===== config.mk =====
export PLATFORM = sky130hd
export DESIGN_NAME = spike_route_decoder
export DESIGN_NICKNAME = d
export VERILOG_FILES = /design/src/rtl/spike_route_pkg.sv /design/src/rtl/spike_route_sync.sv /design/src/rtl/spike_route_table.sv /design/src/rtl/spike_route_ctrl.sv /design/src/rtl/spike_route_decoder.sv
export SDC_FILE = /design/constraint.sdc
export NUM_CORES = 1
export LEC_CHECK = 0
export BUFFER_PORTS_ARGS = -buffer_cell sky130_fd_sc_hd__buf_2
export CAP_MARGIN = 20
export CORE_MARGIN = 8
export CORE_UTILIZATION = 45
export CTS_CLUSTER_SIZE = 16
export DETAILED_ROUTE_END_ITERATION = 7
export GPL_TIMING_DRIVEN = 0
export MAX_ROUTING_LAYER = met4
export SYNTH_ARGS = -nofsm -noshare
export SYNTH_HDL_FRONTEND = slang
export SYNTH_HIERARCHICAL = 1
export SYNTH_SLANG_ARGS = --single-unit

===== constraint.sdc =====
create_clock -name clk -period 2.7 [get_ports clk]
set_input_delay 0.27 -clock clk [delete_from_list [all_inputs] [get_ports clk]]
set_output_delay 0.27 -clock clk [all_outputs]
set_load 0.005 [all_outputs]

===== src/rtl/spike_route_pkg.sv =====
package spike_route_pkg;
  typedef enum logic [1:0] {
    ST_IDLE  = 2'd0,
    ST_READ  = 2'd1,
    ST_PULSE = 2'd2,
    ST_ACK   = 2'd3
  } route_state_t;
endpackage


===== src/rtl/spike_route_sync.sv =====
module spike_route_sync #(
  parameter int STAGES = 2
) (
  input  logic clk,
  input  logic rst,
  input  logic d_in,
  output logic d_out
);
  logic [STAGES-1:0] chain;

  generate
    for (genvar i = 0; i < STAGES; i++) begin : g_stage
      if (i == 0) begin : g_first
        always_ff @(posedge clk) begin
          if (rst) chain[0] <= 1'b0;
          else     chain[0] <= d_in;
        end
      end else begin : g_next
        always_ff @(posedge clk) begin
          if (rst) chain[i] <= 1'b0;
          else     chain[i] <= chain[i-1];
        end
      end
    end
  endgenerate

  assign d_out = chain[STAGES-1];
endmodule


===== src/rtl/spike_route_table.sv =====
module spike_route_table #(
  parameter int NUM_SRC = 8,
  parameter int NUM_TGT = 8,
  localparam int SRC_W = $clog2(NUM_SRC),
  localparam int TGT_W = $clog2(NUM_TGT)
) (
  input  logic             clk,
  input  logic             rst,
  input  logic             wr_en,
  input  logic [SRC_W-1:0] wr_addr,
  input  logic [TGT_W-1:0] wr_tgt,
  input  logic             wr_valid,
  input  logic             rd_en,
  input  logic [SRC_W-1:0] rd_addr,
  output logic [TGT_W-1:0] rd_tgt,
  output logic             rd_valid
);
  // Target fields live in a plain array with a registered read (RAM style);
  // enable bits are flops so that reset clears them.
  logic [TGT_W-1:0]   tgt_mem [NUM_SRC];
  logic [NUM_SRC-1:0] en_bits;

  always_ff @(posedge clk) begin
    if (wr_en) tgt_mem[wr_addr] <= wr_tgt;
    if (rd_en) rd_tgt <= tgt_mem[rd_addr];
  end

  always_ff @(posedge clk) begin
    if (rst) begin
      en_bits  <= '0;
      rd_valid <= 1'b0;
    end else begin
      if (wr_en) en_bits[wr_addr] <= wr_valid;
      if (rd_en) rd_valid <= en_bits[rd_addr];
    end
  end
endmodule


===== src/rtl/spike_route_ctrl.sv =====
module spike_route_ctrl
  import spike_route_pkg::*;
#(
  parameter int NUM_TGT = 8,
  localparam int TGT_W = $clog2(NUM_TGT)
) (
  input  logic               clk,
  input  logic               rst,
  input  logic               req_s,
  input  logic [TGT_W-1:0]   rd_tgt,
  input  logic               rd_valid,
  output logic               lookup,
  output logic               busy,
  output logic               ack,
  output logic [NUM_TGT-1:0] spike
);
  route_state_t state;
  logic [NUM_TGT-1:0] decoded;

  generate
    for (genvar t = 0; t < NUM_TGT; t++) begin : g_dec
      assign decoded[t] = rd_valid && (rd_tgt == TGT_W'(t));
    end
  endgenerate

  assign lookup = (state == ST_IDLE) && req_s;
  assign busy   = (state != ST_IDLE) || req_s;

  always_ff @(posedge clk) begin
    if (rst) begin
      state <= ST_IDLE;
      ack   <= 1'b0;
      spike <= '0;
    end else begin
      case (state)
        ST_IDLE: begin
          if (req_s) state <= ST_READ;
        end
        ST_READ: begin
          spike <= decoded;
          state <= ST_PULSE;
        end
        ST_PULSE: begin
          spike <= '0;
          ack   <= 1'b1;
          state <= ST_ACK;
        end
        default: begin
          if (!req_s) begin
            ack   <= 1'b0;
            state <= ST_IDLE;
          end
        end
      endcase
    end
  end
endmodule


===== src/rtl/spike_route_decoder.sv =====
module spike_route_decoder #(
  parameter int NUM_SRC     = 8,
  parameter int NUM_TGT     = 8,
  parameter int SYNC_STAGES = 2
) (
  input  logic                       clk,
  input  logic                       rst,
  input  logic                       ev_req,
  input  logic [$clog2(NUM_SRC)-1:0] ev_addr,
  output logic                       ev_ack,
  input  logic                       host_we,
  input  logic [$clog2(NUM_SRC)-1:0] host_addr,
  input  logic [$clog2(NUM_TGT)-1:0] host_tgt,
  input  logic                       host_en,
  output logic [NUM_TGT-1:0]         spike_out
);
  localparam int TGT_W = $clog2(NUM_TGT);

  logic             req_s;
  logic             lookup;
  logic             busy;
  logic             tbl_we;
  logic [TGT_W-1:0] rd_tgt;
  logic             rd_valid;

  assign tbl_we = host_we && !busy;

  spike_route_sync #(.STAGES(SYNC_STAGES)) u_sync (
    .clk(clk), .rst(rst), .d_in(ev_req), .d_out(req_s)
  );

  spike_route_table #(.NUM_SRC(NUM_SRC), .NUM_TGT(NUM_TGT)) u_table (
    .clk(clk), .rst(rst),
    .wr_en(tbl_we), .wr_addr(host_addr), .wr_tgt(host_tgt), .wr_valid(host_en),
    .rd_en(lookup), .rd_addr(ev_addr), .rd_tgt(rd_tgt), .rd_valid(rd_valid)
  );

  spike_route_ctrl #(.NUM_TGT(NUM_TGT)) u_ctrl (
    .clk(clk), .rst(rst), .req_s(req_s), .rd_tgt(rd_tgt), .rd_valid(rd_valid),
    .lookup(lookup), .busy(busy), .ack(ev_ack), .spike(spike_out)
  );
endmodule


==> reports/metrics.json <==
{
  "preCtsSetupSlack": {"value": 0.312, "unit": "ns"},
  "initial_utilization": {"value": 0.456},
  "detail_route.wl_per_cell": {"value": 16.2, "unit": "um"},
  "rr_startpoint": {"value": "u_ctrl/state[0]$_SDFFE_PP0P_"},
  "finalNetCount": {"value": 192},
  "rsz0062_at_grt": {"value": "no"},
  "groute.usage.overall": {"value": 0.110},
  "cts-root-to-sink-buffers": {"value": 2},
  "holdBufCountCts": {"value": 0},
  "clock.fmax": {"value": 413, "unit": "MHz"},
  "antenna_found_initial": {"value": 0},
  "routabilityCongestion": {"value": 0.744},
  "tritoncts_clock_tree": {"value": "yes"},
  "layout_worst_path_cycle_share": {"value": 0.896},
  "drt_first_iter_violations": {"value": 46},
  "postRouteAntennaNets": {"value": 0},
  "postCtsSetupBuffers": {"value": 0},
  "remaining_drc_errors": {"value": 0},
  "die_h": {"value": 84.2, "unit": "um"},
  "num-fill-cells": {"value": 410},
  "worst_setup_path_category": {"value": "flop to flop"},
  "synth_warnings": {"value": 6},
  "timing.final.max_slew_violations": {"value": 0},
  "place.port_buffers": {"value": 19},
  "postSynthNetCount": {"value": 166},
  "worstHoldStart": {"value": "ev_req"},
  "finalWirelength": {"value": 3700, "unit": "um"},
  "htreeDepth": {"value": 2},
  "seq_area_frac_synth": {"value": 0.597},
  "via_count": {"value": 1230},
  "grt_start_max_net_pins": {"value": 17},
  "synth_fa_ha_area_frac": {"value": 0.0299},
  "critical_path_required": {"value": 2.88, "unit": "ns"},
  "critPathMaxFanout": {"value": 8},
  "cp-end-kind": {"value": "flop"},
  "worst_pin_slew": {"value": 0.918, "unit": "ns"},
  "core-area": {"value": 4600, "unit": "um^2"},
  "post_route_skew": {"value": 0.00322, "unit": "ns"},
  "syn-cell-area": {"value": 2100, "unit": "um^2"},
  "area_growth": {"value": 12.1, "unit": "%"},
  "post_drt_via_cell_ratio": {"value": 5.39},
  "synth_compound_gate_area_share": {"value": 0.0549},
  "grt-ovfl-total": {"value": 0},
  "clk-insertion-delay-late": {"value": 0.30, "unit": "ns"},
  "detailed_place_hpwl": {"value": 2800, "unit": "um"},
  "holdCritPathClass": {"value": "input port to flop"},
  "holdPathStages": {"value": 2},
  "die_area": {"value": 7100, "unit": "um^2"},
  "setup-tns-final": {"value": 0, "unit": "ns"},
  "synth_xor_area_frac": {"value": 0},
  "dieWidth": {"value": 84.2, "unit": "um"},
  "final.hold.worst_slack": {"value": 0.181, "unit": "ns"},
  "number_of_failing_setup_endpoints_in_the_final_timing_report": {"value": 0},
  "power.leakage": {"value": 0.891, "unit": "nW"},
  "synth_top_family_by_area": {"value": "multiplexers"},
  "synth_flop_cell": {"value": "sky130_fd_sc_hd__edfxtp_1"},
  "r2r_setup_slack": {"value": 0.28, "unit": "ns"},
  "final_critical_path_setup_slack": {"value": 0.281, "unit": "ns"},
  "ys_async_sr_fraction": {"value": 0},
  "numCtsBuffers": {"value": 5},
  "post_cts_resize_count": {"value": 0},
  "worst_ir_drop_vdd": {"value": 0.355, "unit": "mV"},
  "post_route_cells_drive_above_1_share": {"value": 0.224},
  "synth_mux_area_frac": {"value": 0.159},
  "grt_first_pass_wirelength": {"value": 5890, "unit": "um"},
  "synth_edf_count": {"value": 27},
  "antennaDiodeCount": {"value": 0},
  "std_cell_rows": {"value": 25},
  "yosys.area_share.simple": {"value": 0.117},
  "clkTransAtPathRegs": {"value": 0.09, "unit": "ns"},
  "clock_tree.root_cell": {"value": "sky130_fd_sc_hd__clkbuf_8"},
  "post_synth.cell_area_avg": {"value": 14.3, "unit": "um^2"},
  "ys_ff_latch": {"value": 49},
  "cts.sink_count": {"value": 49},
  "maxCapViolCount": {"value": 0},
  "worst-endpoint-arrival": {"value": 2.60, "unit": "ns"},
  "postSynthCellCount": {"value": 147},
  "timing.hold.worst_endpoint": {"value": "u_sync/chain[0]$_SDFF_PP0_"},
  "hold_viol_final": {"value": 0},
  "r2r-end": {"value": "u_table/en_bits[0]$_SDFFE_PP0P_"},
  "detailedRoute.firstPassIterationCount": {"value": 4},
  "outcome": {"value": "finished clean"},
  "via_count_of_the_first_global_routing_pass": {"value": 1307},
  "power-per-cell-area": {"value": 670, "unit": "nW/um^2"},
  "top_level_ports": {"value": 23},
  "relSlewSlack": {"value": 0.379},
  "worstRegToRegCells": {"value": 8},
  "cp-start-kind": {"value": "flop"},
  "post-route-min-period": {"value": 2.42, "unit": "ns"},
  "synth_cell_types": {"value": 32}
}
cell usage in the layout, fill, tap and decap left out, types with 2 or more instances in the layout:
master                      n
sky130_fd_sc_hd__o21ai_0    2
sky130_fd_sc_hd__and4bb_2   3
sky130_fd_sc_hd__nand4b_1   4
sky130_fd_sc_hd__mux4_1     6
sky130_fd_sc_hd__nand2_1    2
sky130_fd_sc_hd__mux2i_1   12
sky130_fd_sc_hd__mux2_2     3
sky130_fd_sc_hd__clkbuf_1   3
sky130_fd_sc_hd__inv_1     15
sky130_fd_sc_hd__nor2b_1    4
sky130_fd_sc_hd__buf_2     20
sky130_fd_sc_hd__dfxtp_1   22
sky130_fd_sc_hd__edfxtp_1  27
sky130_fd_sc_hd__ha_1       5
sky130_fd_sc_hd__a21oi_1    3
sky130_fd_sc_hd__o32ai_1    8
sky130_fd_sc_hd__or3b_1     2
sky130_fd_sc_hd__clkbuf_8   5
sky130_fd_sc_hd__nor2_1    11
critical path: stages (launching register included):
cell and delay [ns]:
sky130_fd_sc_hd__dfxtp_1 0.35, sky130_fd_sc_hd__inv_1 0.11, sky130_fd_sc_hd__ha_1 0.17, sky130_fd_sc_hd__nor2b_1 0.24, sky130_fd_sc_hd__inv_1 0.13, sky130_fd_sc_hd__nor2b_4 0.21, sky130_fd_sc_hd__nor4b_1 0.77, sky130_fd_sc_hd__mux2i_1 0.27
sky130_fd_sc_hd__nor2_1 0.05
power by group:
group / switching (mW) / internal, mW
registers: 0.0210 / 0.828
logic: 0.183 / 0.115
clock network: 0.241 / 0.184
state kept, by name, indices dropped and copies added (netlist names):
register / flops
u_table/tgt_mem: 24
u_ctrl/spike: 8
u_table/en_bits: 8
u_table/rd_tgt: 3
u_ctrl/state: 2
u_ctrl/ack: 1
u_sync/chain: 1
u_sync/d_out: 1
u_table/rd_valid: 1
final cells by class:
class / count / area, um^2 / area share
Sequential cell: 49 / 1250 / 0.533
Tap cell: 54 / 67.6 / 0.0288
Inverter: 15 / 56.3 / 0.0240
Buffer: 6 / 31.3 / 0.0133
Clock inverter: 3 / 21.3 / 0.00906
Timing Repair Buffer: 19 / 95.1 / 0.0405
Multi-Input combinational cell: 77 / 757 / 0.322
Clock buffer: 5 / 68.8 / 0.0293
logic make-up (layout without fill, tap and decap cells):
logic type	count (synthesis)	in the layout
compound gates	15	15
mux	22	22
buf+inv	21	48
flops	49	49
simple gates	35	35
fa+ha+maj	5	5
how the worst max path moves through the flow:
stage | startpoint | end | slack, ns | cells past startpoint
floorplan | u_ctrl/state[0]$_SDFFE_PP0P_ | u_table/en_bits[0]$_SDFFE_PP0P_ | 0.69 | 8
global placement | u_ctrl/state[0]$_SDFFE_PP0P_ | u_table/en_bits[0]$_SDFFE_PP0P_ | 0.31 | 8
detailed placement | u_ctrl/state[0]$_SDFFE_PP0P_ | u_table/en_bits[0]$_SDFFE_PP0P_ | 0.31 | 8
CTS | u_ctrl/state[0]$_SDFFE_PP0P_ | u_table/en_bits[0]$_SDFFE_PP0P_ | 0.28 | 8
global route | u_ctrl/state[0]$_SDFFE_PP0P_ | u_table/en_bits[0]$_SDFFE_PP0P_ | 0.12 | 8
finish | u_ctrl/state[0]$_SDFFE_PP0P_ | u_table/en_bits[0]$_SDFFE_PP0P_ | 0.28 | 8
Yosys cell counts (2+ instances only):
master	count	area (um^2)
sky130_fd_sc_hd__a21oi_1	3	15.0
sky130_fd_sc_hd__mux2i_1	12	120
sky130_fd_sc_hd__nand4b_1	4	35.0
sky130_fd_sc_hd__mux2_2	3	33.8
sky130_fd_sc_hd__mux4_1	6	158
sky130_fd_sc_hd__ha_1	5	62.6
sky130_fd_sc_hd__inv_1	15	56.3
sky130_fd_sc_hd__clkbuf_1	3	11.3
sky130_fd_sc_hd__nor2_1	11	41.3
sky130_fd_sc_hd__nand2_1	2	7.51
sky130_fd_sc_hd__o32ai_1	8	70.1
sky130_fd_sc_hd__and4bb_2	3	37.5
sky130_fd_sc_hd__nor2b_1	4	25.0
sky130_fd_sc_hd__or3b_1	2	17.5
sky130_fd_sc_hd__o21ai_0	2	10.0
sky130_fd_sc_hd__edfxtp_1	27	811
sky130_fd_sc_hd__dfxtp_1	22	440
layer usage:
layer  global-route usage  vias up  share of wire  wire [um]
met5                    -        -              0          0
met4               0.0424        0          0.023         85
met3               0.0465        7          0.055        203
met2                0.199       31           0.52       1910
met1               0.0980      584           0.41       1500
li1                     -      608              -          -
through the flow:
stage | util | power (mW) | cell area (um^2) | std cells
finish | 0.511 | 1.57 | 2350 | 228
CTS | 0.511 | 1.59 | 2350 | 228
floorplan | - | 1.09 | 2100 | 147
global placement | 0.491 | 1.15 | 2260 | 220
detailed placement | 0.491 | 1.16 | 2260 | 220
global route | 0.511 | 1.66 | 2350 | 228
Power figures use the tool's default switching activity.
